**config.mk**
```make
export PLATFORM = sky130hd
export DESIGN_NAME = rr_quantum_sched
export DESIGN_NICKNAME = d
export VERILOG_FILES = /design/src/rtl/rr_pkg.sv /design/src/rtl/rr_fifo.sv /design/src/rtl/rr_stats.sv /design/src/rtl/rr_quantum_sched.sv
export SDC_FILE = /design/constraint.sdc
export NUM_CORES = 1
export LEC_CHECK = 0
export ABC_AREA = 1
export BUFFER_PORTS_ARGS = -buffer_cell sky130_fd_sc_hd__buf_2
export CAP_MARGIN = 5
export CORE_UTILIZATION = 50
export CTS_CLUSTER_SIZE = 40
export DETAILED_ROUTE_END_ITERATION = 16
export GPL_TIMING_DRIVEN = 0
export PLACE_DENSITY_LB_ADDON = 0.12
export SLEW_MARGIN = 10
export SYNTH_ARGS = -nofsm -noshare
export SYNTH_HDL_FRONTEND = slang
export SYNTH_SLANG_ARGS = --single-unit
```
**constraint.sdc**
```tcl
create_clock -name clk -period 9.2 [get_ports clk]
set_input_delay 0.92 -clock clk [delete_from_list [all_inputs] [get_ports clk]]
set_output_delay 0.92 -clock clk [all_outputs]
set_load 0.005 [all_outputs]
```
**src/rtl/rr_pkg.sv**
```systemverilog
package rr_pkg;
  typedef enum logic [2:0] {
    ST_IDLE,
    ST_SCAN,
    ST_REQ,
    ST_DISP,
    ST_EXEC,
    ST_DONE
  } sched_state_t;
endpackage

```
**src/rtl/rr_fifo.sv**
```systemverilog
module rr_fifo #(
  parameter int DEPTH = 4,
  parameter int W     = 2
) (
  input  logic         clk,
  input  logic         rst,
  input  logic         flush,
  input  logic         push,
  input  logic [W-1:0] push_data,
  input  logic         pop,
  output logic [W-1:0] head,
  output logic         empty
);
  localparam int PW = (DEPTH > 1) ? $clog2(DEPTH) : 1;
  localparam int CW = $clog2(DEPTH + 1);

  logic [W-1:0]  mem [DEPTH];
  logic [PW-1:0] wr_ptr, rd_ptr;
  logic [CW-1:0] count;

  function automatic logic [PW-1:0] nxt(input logic [PW-1:0] p);
    return (p == PW'(DEPTH - 1)) ? '0 : p + 1'b1;
  endfunction

  always_ff @(posedge clk) begin
    if (push) mem[wr_ptr] <= push_data;
  end

  always_ff @(posedge clk) begin
    if (rst || flush) begin
      wr_ptr <= '0;
      rd_ptr <= '0;
      count  <= '0;
    end else begin
      if (push) wr_ptr <= nxt(wr_ptr);
      if (pop)  rd_ptr <= nxt(rd_ptr);
      count <= count + CW'(push) - CW'(pop);
    end
  end

  assign head  = mem[rd_ptr];
  assign empty = (count == '0);
endmodule

```
**src/rtl/rr_stats.sv**
```systemverilog
module rr_stats #(
  parameter int IDX_W  = 2,
  parameter int TIME_W = 8
) (
  input  logic              clk,
  input  logic              rst,
  input  logic              ev,
  input  logic [IDX_W-1:0]  ev_id,
  input  logic [TIME_W-1:0] ev_ctime,
  input  logic [TIME_W-1:0] ev_arrival,
  input  logic [TIME_W-1:0] ev_burst,
  output logic              fin_valid,
  output logic [IDX_W-1:0]  fin_id,
  output logic [TIME_W-1:0] fin_ctime,
  output logic [TIME_W-1:0] fin_turnaround,
  output logic [TIME_W-1:0] fin_waiting
);
  logic [TIME_W-1:0] tat;
  assign tat = ev_ctime - ev_arrival;

  always_ff @(posedge clk) begin
    if (rst) begin
      fin_valid      <= 1'b0;
      fin_id         <= '0;
      fin_ctime      <= '0;
      fin_turnaround <= '0;
      fin_waiting    <= '0;
    end else begin
      fin_valid <= ev;
      if (ev) begin
        fin_id         <= ev_id;
        fin_ctime      <= ev_ctime;
        fin_turnaround <= tat;
        fin_waiting    <= tat - ev_burst;
      end
    end
  end
endmodule

```
**src/rtl/rr_quantum_sched.sv**
```systemverilog
module rr_quantum_sched #(
  parameter int NUM_TASKS = 4,
  parameter int TIME_W    = 8,
  parameter int QNT_W     = 4,
  localparam int IDX_W    = (NUM_TASKS > 1) ? $clog2(NUM_TASKS) : 1
) (
  input  logic              clk,
  input  logic              rst,
  input  logic              reg_we,
  input  logic [IDX_W-1:0]  reg_idx,
  input  logic              reg_en,
  input  logic [TIME_W-1:0] reg_arrival,
  input  logic [TIME_W-1:0] reg_burst,
  input  logic              q_we,
  input  logic [QNT_W-1:0]  q_value,
  input  logic              start,
  output logic              tick_valid,
  output logic [TIME_W-1:0] tick_time,
  output logic              run_valid,
  output logic [IDX_W-1:0]  run_id,
  output logic              cpu_idle,
  output logic              fin_valid,
  output logic [IDX_W-1:0]  fin_id,
  output logic [TIME_W-1:0] fin_ctime,
  output logic [TIME_W-1:0] fin_turnaround,
  output logic [TIME_W-1:0] fin_waiting,
  output logic              all_done
);
  import rr_pkg::*;
  localparam int CNT_W = $clog2(NUM_TASKS + 1);

  sched_state_t      state;
  logic [TIME_W-1:0] arr_q   [NUM_TASKS];
  logic [TIME_W-1:0] burst_q [NUM_TASKS];
  logic [TIME_W-1:0] rem_q   [NUM_TASKS];
  logic [NUM_TASKS-1:0] en_q;
  logic [QNT_W-1:0]  quantum;
  logic [QNT_W:0]    eff_q;
  logic [QNT_W-1:0]  slice;
  logic [TIME_W-1:0] now_t;
  logic [IDX_W-1:0]  scan_idx, cur;
  logic              cur_valid, pend;
  logic [CNT_W-1:0]  left, en_count;
  logic              launch, fifo_push, fifo_pop, fifo_empty, fin_ev;
  logic [IDX_W-1:0]  fifo_din, fifo_head;

  assign launch = start && (state == ST_IDLE || state == ST_DONE);
  assign eff_q  = (quantum == '0) ? (QNT_W+1)'(1) : {1'b0, quantum};

  always_comb begin
    en_count = '0;
    for (int i = 0; i < NUM_TASKS; i++) en_count = en_count + CNT_W'(en_q[i]);
  end

  // Task table: written by the registration port
  always_ff @(posedge clk) begin
    if (rst) begin
      en_q <= '0;
    end else if (reg_we) begin
      en_q[reg_idx]    <= reg_en;
      arr_q[reg_idx]   <= reg_arrival;
      burst_q[reg_idx] <= reg_burst;
    end
  end

  always_ff @(posedge clk) begin
    if (rst)       quantum <= QNT_W'(1);
    else if (q_we) quantum <= q_value;
  end

  // Remaining work per slot
  always_ff @(posedge clk) begin
    if (launch) begin
      for (int i = 0; i < NUM_TASKS; i++) rem_q[i] <= burst_q[i];
    end else if (state == ST_EXEC && cur_valid) begin
      rem_q[cur] <= rem_q[cur] - 1'b1;
    end
  end

  assign fifo_push = (state == ST_SCAN && en_q[scan_idx] && arr_q[scan_idx] == now_t) ||
                     (state == ST_REQ && pend);
  assign fifo_din  = (state == ST_REQ) ? cur : scan_idx;
  assign fifo_pop  = (state == ST_DISP) && (left != '0) && !cur_valid && !fifo_empty;
  assign fin_ev    = (state == ST_EXEC) && cur_valid && (rem_q[cur] == TIME_W'(1));

  rr_fifo #(.DEPTH(NUM_TASKS), .W(IDX_W)) u_ready (
    .clk(clk), .rst(rst), .flush(launch),
    .push(fifo_push), .push_data(fifo_din),
    .pop(fifo_pop), .head(fifo_head), .empty(fifo_empty)
  );

  rr_stats #(.IDX_W(IDX_W), .TIME_W(TIME_W)) u_stats (
    .clk(clk), .rst(rst), .ev(fin_ev), .ev_id(cur),
    .ev_ctime(now_t + 1'b1), .ev_arrival(arr_q[cur]), .ev_burst(burst_q[cur]),
    .fin_valid(fin_valid), .fin_id(fin_id), .fin_ctime(fin_ctime),
    .fin_turnaround(fin_turnaround), .fin_waiting(fin_waiting)
  );

  always_ff @(posedge clk) begin
    if (rst) begin
      state      <= ST_IDLE;
      now_t      <= '0;
      scan_idx   <= '0;
      cur        <= '0;
      cur_valid  <= 1'b0;
      pend       <= 1'b0;
      slice      <= '0;
      left       <= '0;
      tick_valid <= 1'b0;
      tick_time  <= '0;
      run_valid  <= 1'b0;
      run_id     <= '0;
      cpu_idle   <= 1'b1;
      all_done   <= 1'b0;
    end else begin
      tick_valid <= 1'b0;
      case (state)
        ST_IDLE, ST_DONE: if (launch) begin
          now_t     <= '0;
          scan_idx  <= '0;
          cur_valid <= 1'b0;
          pend      <= 1'b0;
          left      <= en_count;
          all_done  <= 1'b0;
          state     <= ST_SCAN;
        end
        ST_SCAN: begin
          scan_idx <= scan_idx + 1'b1;
          if (scan_idx == IDX_W'(NUM_TASKS - 1)) state <= ST_REQ;
        end
        ST_REQ: begin
          if (pend) begin
            cur_valid <= 1'b0;
            pend      <= 1'b0;
          end
          state <= ST_DISP;
        end
        ST_DISP: begin
          if (left == '0) begin
            all_done  <= 1'b1;
            cpu_idle  <= 1'b1;
            run_valid <= 1'b0;
            state     <= ST_DONE;
          end else begin
            if (fifo_pop) begin
              cur       <= fifo_head;
              cur_valid <= 1'b1;
              slice     <= '0;
            end
            state <= ST_EXEC;
          end
        end
        ST_EXEC: begin
          tick_valid <= 1'b1;
          tick_time  <= now_t;
          run_valid  <= cur_valid;
          run_id     <= cur;
          cpu_idle   <= !cur_valid;
          if (cur_valid) begin
            slice <= slice + 1'b1;
            if (rem_q[cur] == TIME_W'(1)) begin
              cur_valid <= 1'b0;
              left      <= left - 1'b1;
            end else if (({1'b0, slice} + 1'b1) >= eff_q) begin
              pend <= 1'b1;
            end
          end
          now_t    <= now_t + 1'b1;
          scan_idx <= '0;
          state    <= ST_SCAN;
        end
        default: state <= ST_IDLE;
      endcase
    end
  end
endmodule

```
==> out/summary.md, run 1 <==
For the worst setup path, the data arrival time is 4930 ps. The tools report the worst voltage drop across the vdd grid as 0.000133 V. 69 I/O pins were placed. The clock-pin slew on the worst setup and hold paths works out to 70 ps. The startpoint-to-endpoint class of the critical path is reg -> reg. After layout, the minimum clock period comes to 4590 ps. In the post-synthesis netlist, the biggest area contributors are edfxtp_1 (34%), dfxtp_1 (18%), nand2_1 (13%). The run gives 0 as the total count of hold-check failures in the final report.

The most used flip-flop cell after synthesis was edfxtp_1. The initial utilization of the core area, before any placement, comes to 51.2%. The post-CTS setup buffer count is 0, and the unique cell type count in the Yosys netlist is 47. Power density of the placed cells: 194 nW/um2. Initial antenna violation count: 0. The slowest stage of the critical path is the clkbuf_1 cell. The run finished with clean final reports. The tools report the post-route core utilization as 58.4%. Buffers placed on the I/O ports in this run total 68.

The clock passes through at most 2 buffers. The worst setup skew after layout is 9.88 ps. The async set-reset flop share out of synthesis was 0%; the HPWL reported at the end of detailed placement was 18000 um. The tools report the number of diodes as 0. The final antenna-violating net count was 0; the largest fanout on the critical path was 10. Detailed routing inserted a total of 7525 vias. Setup repair after global routing left no endpoint under its margin. Data on the critical path is required at its endpoint by 9540 ps.

The count of cells resized by post-cts repair is 0. The row count came out at 49. Of the synthesized area, sequential elements account for 51.8%. In this run the standard cell core region covers 18000 um2. Across the run, the number of max-cap violations was 0. The worst hold path belongs to the class reg -> reg. Setup violations remaining at the end of the flow were counted as 0. The run gives 218 MHz as the achievable frequency. The largest net degree at the start of global routing came out at 18.

The overall routed net length was 23700 um. Counting flops and latches in the post-synthesis netlist gives 186. The proportion of layout cells with a drive suffix above 1 was 12.8%; the wire length of the first global-routing pass was 36300 um.

The share of synthesized area in the top cell type comes to 34.0%. The biggest area contributor in the post-synthesis netlist is edfxtp_1. The worst setup path is launched from a flop.

For this run, design rule violations remaining after detail routing come to 0. At the pin with the least slew margin, the transition time is 792 ps. The initial DRC count is 580, and the TritonCTS buffer count is 17. The worst setup path is captured at a flop. Final setup TNS: 0 ps. Of the available clock period, the critical path in the final layout requires 49.9%. The first detailed-routing pass took 5 iterations. In the final design database the tool counted 1228 nets. In this run the number of H-tree levels came out at 4.

Relative to the synthesized area, the layout overhead comes to 14.0%. The run gives 10500 um2 as the post-layout instance area. The total count of max-transition violations in the final report was 0. Clock latency on the worst-skew pair, taken at its later pin, is 440 ps. The total grt overflow was 0; the largest stage delay on the critical path was 540 ps. Summing every instance area after synthesis gives 9190 um2. The die covers 18900 um2.

For this design, the CTS-stage hold fixing added 0 buffers. Including well taps, the total number of placed cells is 1372. The finished layout holds 1404 standard cells, fillers aside. The tools report the number of global-route vias before repair as 6822. In the routed layout, each cell is associated on average with a via count of 5.36.

The count of warnings emitted by yosys came out at 0. The tree is rooted in a clkbuf_16. At the end of routability-driven placement, the weighted congestion stood at 0.903. For the number of clock sinks, the log shows 186. The count of mapped cells out of synthesis came out at 1071. Counting every net in the synthesized netlist gives 1137. The setup slack after layout was 4610 ps. The total placed instance area came out at 9880 um2. The static leakage power is 4.50 nW, and the vertical extent of the die is 138 um.

In the global route stage, overall resource usage came out at 26.1%. The signal on the critical path passes through buf_4 -> buf_6 -> clkbuf_1 -> clkbuf_1 -> a21oi_1 -> a32o_1 -> ha_1 -> nand2_1 -> inv_1 -> nand4_1 -> nand3_1 -> xor2_1 -> ha_1 -> a21oi_1 -> o31ai_1 -> a21oi_1 -> inv_1 -> nand2_1 -> nand3_1 -> nand2_1 -> inv_1. The relative max-transition margin is 46.9%, and the count of flip-flops with a built-in enable after synthesis is 104. After detailed routing, the average wire length per cell comes to 16.9 um. The mean cell area of the mapped netlist is 8.58 um2, and the setup slack after placement is 4740 ps. The width of the die came out at 138 um. TritonCTS built the clock tree.
critical path: cells and delay by family (launching register included):
| kind | cells | cell delay, ps |
|---|---|---|
| flops | 1 | 490 |
| fa+ha+maj | 2 | 750 |
| compound gates | 5 | 840 |
| xor+xnor | 1 | 410 |
| buf+inv | 7 | 1540 |
| simple gates | 6 | 450 |
cell usage in the layout, fill, tap and decap left out, types with 4 or more instances in the layout:
| cell | netlist | final |
|---|---|---|
| a21oi_2 | 5 | 5 |
| inv_1 | 98 | 98 |
| xnor2_1 | 9 | 9 |
| nand2_1 | 310 | 310 |
| xor2_1 | 12 | 12 |
| clkbuf_16 | 0 | 19 |
| clkbuf_1 | 19 | 19 |
| nor2_1 | 68 | 64 |
| o2111ai_1 | 4 | 4 |
| edfxtp_1 | 104 | 104 |
| o21ai_0 | 58 | 58 |
| o21a_1 | 4 | 4 |
| buf_6 | 4 | 6 |
| buf_1 | 6 | 6 |
| buf_2 | 10 | 78 |
| inv_2 | 5 | 5 |
| inv_6 | 0 | 5 |
| fa_1 | 4 | 4 |
| a32o_1 | 10 | 10 |
| ha_1 | 34 | 34 |
| dfxtp_1 | 82 | 82 |
| o21ai_1 | 13 | 13 |
| nand3_1 | 83 | 83 |
| nor2_2 | 5 | 9 |
| a31oi_1 | 5 | 5 |
| a21oi_1 | 80 | 80 |
stage by stage:
step                total power, mW  hold slack, ps
finish                         2.04             442
global route                   2.12             462
CTS                            2.04             447
detailed placement             1.31             438
global placement               1.31             438
floorplan                      1.22             430
worst paths after layout:
path	to	depth (start not counted)	startpoint	slack, ps
worst max-delay path	u_stats.fin_waiting[7]$_SDFFE_PP0P_	21	cur[0]$_SDFFE_PP0P_	4610
worst min-delay path	all_done$_SDFFE_PP0P_	2	all_done$_SDFFE_PP0P_	440
worst max register to register	u_stats.fin_waiting[7]$_SDFFE_PP0P_	21	cur[0]$_SDFFE_PP0P_	4610
worst min register to register	all_done$_SDFFE_PP0P_	2	all_done$_SDFFE_PP0P_	440
cell families (layout without fill, tap and decap cells):
kind of cell    Yosys count  count (layout)  share of synthesized area [%]
fa+ha+maj                38              38                           5.50
xor+xnor                 21              21                           2.00
buf+inv                 144             248                           6.42
simple gates            486             486                           21.9
compound gates          196             196                           12.4
flops                   186             186                           51.8
state kept, by name, summed over array words and instances, names as in the netlist, 2 cells and up, named ones only:
signal	count
en_q	4
tick_time	8
slice	4
u_stats.fin_id	2
run_id	2
quantum	4
arr_q	32
state	3
u_ready.rd_ptr	2
cur	2
rem_q	32
now_t	8
u_stats.fin_turnaround	8
u_stats.fin_ctime	8
left	3
u_ready.wr_ptr	2
scan_idx	2
u_ready.mem	8
u_ready.count	3
burst_q	32
u_stats.fin_waiting	8
where the power goes:
part / leakage, nW / total (mW) / switching, mW / internal [mW]
Sequential: 1.62 / 0.975 / 0.0277 / 0.948
Clock: 0.295 / 0.734 / 0.333 / 0.400
Combinational: 2.58 / 0.327 / 0.222 / 0.104
Total: 4.50 / 2.04 / 0.583 / 1.45
synth_stat cells (9+ instances only):
library cell,number
a32o_1,10
xor2_1,12
inv_1,98
buf_2,10
nor2_1,68
o21ai_1,13
nand3_1,83
clkbuf_1,19
nand2_1,310
o21ai_0,58
edfxtp_1,104
dfxtp_1,82
a21oi_1,80
xnor2_1,9
ha_1,34
per-layer routing:
metal | routed length [um] | track usage [%] | vias up
li1 | - | - | 3769
met1 | 10700 | 34.2 | 3517
met2 | 11300 | 43.4 | 196
met3 | 995 | 3.90 | 43
met4 | 687 | 10.4 | 0
met5 | 0 | 0 | -
cell type report:
class / count / area, um2
clock inverter: 11 / 92.6
sequential: 186 / 4760
clock buffer: 21 / 503
fill: 1663 / 7480
tap: 229 / 287
buffer: 41 / 204
timing repair buffer: 72 / 393
inverter: 103 / 387
multi-input combinational: 741 / 3850
(Power assumes the default switching activity.)
==> run 2: changes to the inputs <==
clock period = 4.6 ns   (was 9.2 ns; I/O delays follow)
==> run 2 against run 1 <==
Effect of this change: critical path depth fell by 1; utilization did not move; register-to-register slack got worse by 4300 ps; maximum frequency rose by 8.0%; non-clock buffer count fell by 1; first-iteration DRC count fell by 3.1%.
==> out/summary.md, run 2 (synthesis gave the netlist of run 1 again) <==
The flow ran to the end, and the final reports show no timing, DRC or antenna violations. Across all hold checks on the routed design, the worst slack comes to 232 ps. The worst register-to-register path has a depth of 20. In this run the deepest clock path goes through 2 buffers. Clock-pin slew on the worst setup and hold paths: 70 ps.

The count of buffers inserted at the top-level ports came out at 68. The largest registers in the layout are arr_q x32, burst_q x32, rem_q x32. The path class of the tightest hold or removal check is in -> reg.

The instance count along the most critical hold path was 1; the wire length of the first global-routing pass was 36300 um. The clock tree synthesis step divided the H-tree into 4 levels. The initial antenna violation count came out at 0. In the final layout, the share of cells above drive strength 1 is 13.0%.

The area growth from synthesis to layout is 14.0%. The transition time at the pin with the least slew margin is 786 ps. At the worst endpoint, the arrival time is 4590 ps. In this run, the number of DRC markers left after iteration 0 of detailed routing was 562.

The element type at the critical path start was a flop. The clock period minus worst slack is 4250 ps. The number of diodes was 0. The die is 138 um tall. Once detailed placement completed, the half-perimeter wirelength came to 18000 um. Pin placement for this block handled 69 I/O pins. The cell that appears most often on the critical path is inv_1. After floorplanning, the core was divided into 49 placement rows. The final net count was 1227. Entering global routing, the biggest net connects 18 pins.

The critical path in this run is classified as reg -> reg. Headroom to the max-slew limit came out at 47.3%. At the end of routability-driven placement, the weighted congestion stood at 0.903. For the worst setup path, the data required time is 4940 ps. The run gives 0 as the post-CTS setup buffer count. After clock tree synthesis, the flow added hold-fix buffers numbering 0. The run gives 26.1% as the global router's overall resource usage. Setup repair after global routing left no endpoint under its margin. The total grt overflow is 0.

Summed over all failing endpoints, the final setup total negative slack is 0 ps. The power density of the placed cells is 388 nW/um2, and the static leakage power is 4.51 nW. Number of global-route vias before repair: 6822. The design draws 4.07 mW. The filler cell count in the final layout is 1663, and the total placed instance area is 9880 um2. The logs give 0 for the total count of max-transition violations in the final report and 440 ps for the clock latency of the later-clocked register in the worst-skew pair.

The total count of hold-check failures in the final report is 0, and the max-cap check violation count is 0. In this run the standard cell core region covers 18000 um2. The die covers 18900 um2. The top cell types in the final layout, fill and taps aside, are nand2_1 (310), edfxtp_1 (104), inv_1 (98), nand3_1 (83), dfxtp_1 (82). The vias after detailed routing is 7579. The first detailed-routing pass ran for 5 iterations. The run gives 10500 um2 as the post-layout instance area. In the finished design, the share of the clock period the worst path needs comes to 92.5%. In this run, CTS created clock tree buffers numbering 17. Walking the worst path, the cells encountered are inv_2 -> buf_6 -> buf_2 -> buf_1 -> o21ai_0 -> o22ai_1 -> ha_1 -> fa_1 -> inv_1 -> a31oi_1 -> xnor2_1 -> ha_1 -> a21oi_1 -> o31ai_1 -> a21oi_1 -> inv_1 -> nand2_1 -> nand3_1 -> nand2_1 -> inv_1. STA classifies the critical path endpoint as a flop. The final antenna-violating net count is 0. Dividing the detail-routed via count by the number of cells gives 5.40. Largest fanout on the critical path: 10. The tools report the number of design rule violations left after detail routing as 0. The width of the die came out at 138 um. The largest individual stage delay along the critical path comes from the cell dfxtp_1. Once the floorplan was initialized, standard cells occupied 51.2% of the core.

TritonCTS built the clock tree. The post-route core utilization was 58.4%. The largest stage delay on the critical path is 490 ps.

Commonest non-fill, non-tap cell in the layout: nand2_1. The routed wire length per instance was 16.9 um. Setup violations remaining at the end of the flow were counted as 0.

The run gives 186 as the number of clock sinks. The worst-case IR drop observed on VDD is 0.000266 V. The root buffer selected by CTS is clkbuf_16. Between clock sinks in the finished design, the worst skew comes to 9.96 ps. Static timing analysis puts the maximum clock frequency at 235 MHz. The overall routed net length came out at 23700 um.
-- run 2: final timing paths --
check | from | endpoint | slack, ps
setup / recovery | cur[0]$_SDFFE_PP0P_ | u_stats.fin_waiting[7]$_SDFFE_PP0P_ | 350
hold / removal | reg_arrival[4] | arr_q[1][4]$_DFFE_PP_ | 230
setup reg to reg | cur[0]$_SDFFE_PP0P_ | u_stats.fin_waiting[7]$_SDFFE_PP0P_ | 350
hold reg to reg | all_done$_SDFFE_PP0P_ | all_done$_SDFFE_PP0P_ | 440
-- run 2: power by group --
| part | leakage, nW | internal, mW | switching [mW] |
|---|---|---|---|
| clock network | 0.295 | 0.801 | 0.668 |
| logic | 2.59 | 0.208 | 0.444 |
| registers | 1.62 | 1.90 | 0.0548 |
-- run 2: stage by stage --
| step | instances | worst slack (ps) |
|---|---|---|
| final | 1403 | 346 |
| after floorplan | 1071 | 1250 |
| after detailed placement | 1372 | 144 |
| after CTS | 1404 | 111 |
| after global routing | 1403 | 12.6 |
| after global placement | 1368 | 157 |
-- run 2: area by class of cell --
class	instances	area (um2)	share of cell area (%)
Sequential cell	186	4760	45.5
Timing Repair Buffer	72	393	3.75
Clock buffer	21	503	4.80
Buffer	40	204	1.95
Inverter	103	387	3.69
Tap cell	229	287	2.73
Clock inverter	11	92.6	0.883
Multi-Input combinational cell	741	3850	36.8
-- run 2: per-layer routing --
layer / up-vias / track usage [%] / wire, um
met4: 0 / 10.4 / 681
li1: 3772 / - / -
met5: - / 0 / 0
met2: 224 / 43.4 / 11400
met1: 3540 / 34.2 / 10500
met3: 43 / 3.90 / 1160
-- run 2: worst max-delay path, delay by kind of cell, from the launching register on --
kind / cells / cell delay, ps
DFF: 1 / 490
AOI/OAI and AO/OA: 6 / 980
xor gates and xnor gates: 1 / 410
adders and majority gates: 3 / 990
buffers and inverters: 7 / 1060
and+or+nand+nor: 3 / 210
-- run 2: what timing repair did --
item,in CTS,in global routing
setup endpoints to repair,0,3
hold endpoints to repair,0,0
resized for setup,0,5
==> run 3: changes to the inputs <==
==> constraint.sdc (replaced) <==
create_clock -name clk -period 4.6 [get_ports clk]
set_input_delay 0.23 -clock clk [delete_from_list [all_inputs] [get_ports clk]]
set_output_delay 0.23 -clock clk [all_outputs]
set_load 0.005 [all_outputs]
==> run 3 against run 2 <==
Effect of this change: first-iteration DRC count decreased by 4.3%; total power about the same; flip-flop and latch count unchanged; setup slack got worse by 16 ps; largest power group unchanged; highest routed layer unchanged.
==> out/summary.md, run 3 (synthesis gave the netlist of run 1 again) <==
The TritonCTS buffer count is 17. In this design, the critical path's most frequently occurring cell is inv_1. Setup violations remaining at the end of the flow were counted as 0. The tree is rooted in a clkbuf_16. Once layout is complete, the cells apart from fillers number 1407. The logs give 51.2% for the initial cell density of the core and 4930 ps for the required arrival time at the worst endpoint. The worst register-to-register path has a setup slack of 330 ps. On the worst path, the slowest cell contributes a delay of 490 ps. For the global router's overall resource usage, the log shows 26.2%.

The transition time at the pin with the least slew margin was 797 ps. In this run the power density over the cells is 387 nW/um2. The tightest hold path in the finished design has a slack of 12.7 ps. The wire length of the first global-routing pass came out at 36300 um. The floorplan step set the die width to 138 um. Clock-pin slew on the worst setup and hold paths: 70 ps.

The net count of the finished layout is 1231. Along the worst path, the maximum fanout reaches 10. The overall routed net length is 23700 um.

The worst setup skew after layout was 10.4 ps. For the number of global-route vias before repair, the log shows 6834. Commonest non-fill, non-tap cell in the layout: nand2_1. Fill cells in the final layout number 1664. The tools report the total die area as 18900 um2. The tools report the total count of max-transition violations in the final report as 0.

In the final timing run, aggregate negative setup slack is 0 ps. TritonCTS built the clock tree. The clock passes through at most 2 buffers.

The vertical extent of the die came out at 138 um. The worst setup path is launched from a flop. After detailed routing, the number of vias per cell comes to 5.38.

Final estimated routing congestion in global placement: 0.903. Startpoint-to-endpoint class of the critical path: reg -> reg. The worst path needs 4270 ps of the cycle, external delays included. The run gives 4.07 mW as the total power after layout. During placement, the flow inserted port buffers numbering 68. Once detail routing completed, the nets flagged for antenna violations numbered 0. The initial antenna violation count is 0. Critical register-to-register path startpoint: cur[0]$_SDFFE_PP0P_.

The detailed router finished its first iteration with 538 violations. STA classifies the critical path endpoint as a flop. Traced cell by cell, the critical path runs through inv_2 -> buf_6 -> buf_2 -> buf_1 -> o21ai_0 -> o22ai_1 -> ha_1 -> fa_1 -> inv_1 -> nand4_1 -> nand3_1 -> xor2_1 -> ha_1 -> a21oi_1 -> o31ai_1 -> a21oi_1 -> inv_1 -> nand2_1 -> nand3_1 -> nand2_1 -> inv_1. The max-cap check violation count came out at 0. Setup repair after global routing left no endpoint under its margin.

The capture point of the worst reg-to-reg path is u_stats.fin_waiting[7]$_SDFFE_PP0P_. The multi-input gate area in the final layout was 3850 um2; the proportion of layout cells with a drive suffix above 1 was 13.0%. The largest registers in the layout are arr_q x32, burst_q x32, rem_q x32. In the layout the commonest cells are nand2_1 (310), edfxtp_1 (104), inv_1 (98), nand3_1 (83), dfxtp_1 (82). The path class of the tightest hold or removal check is in -> reg. The number of antenna diodes in the final layout is 0.

The floorplan has 49 rows. The clock drives 186 sinks. The largest individual stage delay along the critical path comes from the cell dfxtp_1. The flow ran to the end, and the final reports show no timing, DRC or antenna violations. Measured against its own limit, the worst slew margin works out to 46.6%. The most critical setup path has its startpoint at cur[0]$_SDFFE_PP0P_.

Detailed placement ended at an HPWL of 18000 um. The area of the core region is 18000 um2. Entering global routing, the biggest net connects 18 pins.

The arrival time of data at the critical path endpoint is 4600 ps. Based on the critical path, the design can be clocked at up to 234 MHz. After detailed routing, the average wire length per cell comes to 16.9 um. In the finished design, the share of the clock period the worst path needs comes to 92.8%. The tools report the clock latency of the later-clocked register in the worst-skew pair as 440 ps. The run gives 0.000264 V as the worst voltage drop across the vdd grid. The area added between synthesis and finish came out at 14.5%. The H-tree was split into 4 levels. In the routed design, unresolved DRC markers number 0. 69 I/O pins were placed. The total count of hold-check failures in the final report is 0, and the static leakage power is 4.52 nW. The logs give 7575 for the vias after detailed routing and 0 for the total grt overflow. The count of cells along the worst register-to-register path came out at 21.

Registers take 4760 um2. The pre-antenna-repair detailed-routing pass consisted of 5 iterations. The capture point of the worst path was u_stats.fin_waiting[7]$_SDFFE_PP0P_. For the count of placed standard cells including taps, the log shows 1372.
-- run 3: what timing repair did --
item	CTS	global route
endpoints found under the hold margin	16	0
setup buffers	0	0
endpoints found under the setup margin	0	3
hold buffers	4	0
resized for setup	0	5
-- run 3: how the worst min path moves through the flow --
stage | from | endpoint | slack (ps) | cells past startpoint
2_1_floorplan | reg_arrival[0] | arr_q[0][0]$_DFFE_PP_ | 330 | 0
3_3_place_gp | all_done$_SDFFE_PP0P_ | all_done$_SDFFE_PP0P_ | 440 | 2
3_5_place_dp | all_done$_SDFFE_PP0P_ | all_done$_SDFFE_PP0P_ | 440 | 2
4_1_cts | reg_arrival[6] | arr_q[0][6]$_DFFE_PP_ | 0.1 | 1
5_1_grt | reg_burst[2] | burst_q[0][2]$_DFFE_PP_ | 5 | 1
6_report | q_value[0] | quantum[0]$_SDFFE_PP1P_ | 10 | 3
-- run 3: cell type report --
class                   count  area share, %
flip-flops and latches    186           45.3
multi-input cells         741           36.6
clock buffers              21           4.78
repair buffers             76           4.11
inverters                 103           3.67
well taps                 229           2.72
plain buffers              40           1.94
clock inverters            11          0.880
-- run 3: per-layer routing --
metal  up-vias  part of all wire, %  global-route usage (%)
met1      3532                   44                    34.3
met5         -                    0                       0
met3        44                  5.0                    3.90
met4         0                  2.7                    10.4
li1       3776                    -                       -
met2       223                   48                    43.4
-- run 3: per-stage QoR --
step,instance area [um2],util (%),setup WS [ps]
global placement,9820,54.7,157
finish,10500,58.6,330
CTS,10500,58.5,111
floorplan,9190,-,1250
detailed placement,9880,55.0,144
global route,10500,58.6,12.6
-- run 3: critical path: cells and delay by family (launching register included) --
family | cells | cell delay, ps
buffers and inverters | 7 | 1080
adders and majority gates | 3 | 970
AOI/OAI and AO/OA | 5 | 820
DFF | 1 | 490
and+or+nand+nor | 5 | 400
xor gates and xnor gates | 1 | 400
-- run 3: power by group --
group / internal (mW) / leakage [nW] / switching, mW
logic: 0.210 / 2.61 / 0.445
registers: 1.90 / 1.62 / 0.0557
clock network: 0.801 / 0.295 / 0.667
total: 2.91 / 4.52 / 1.17
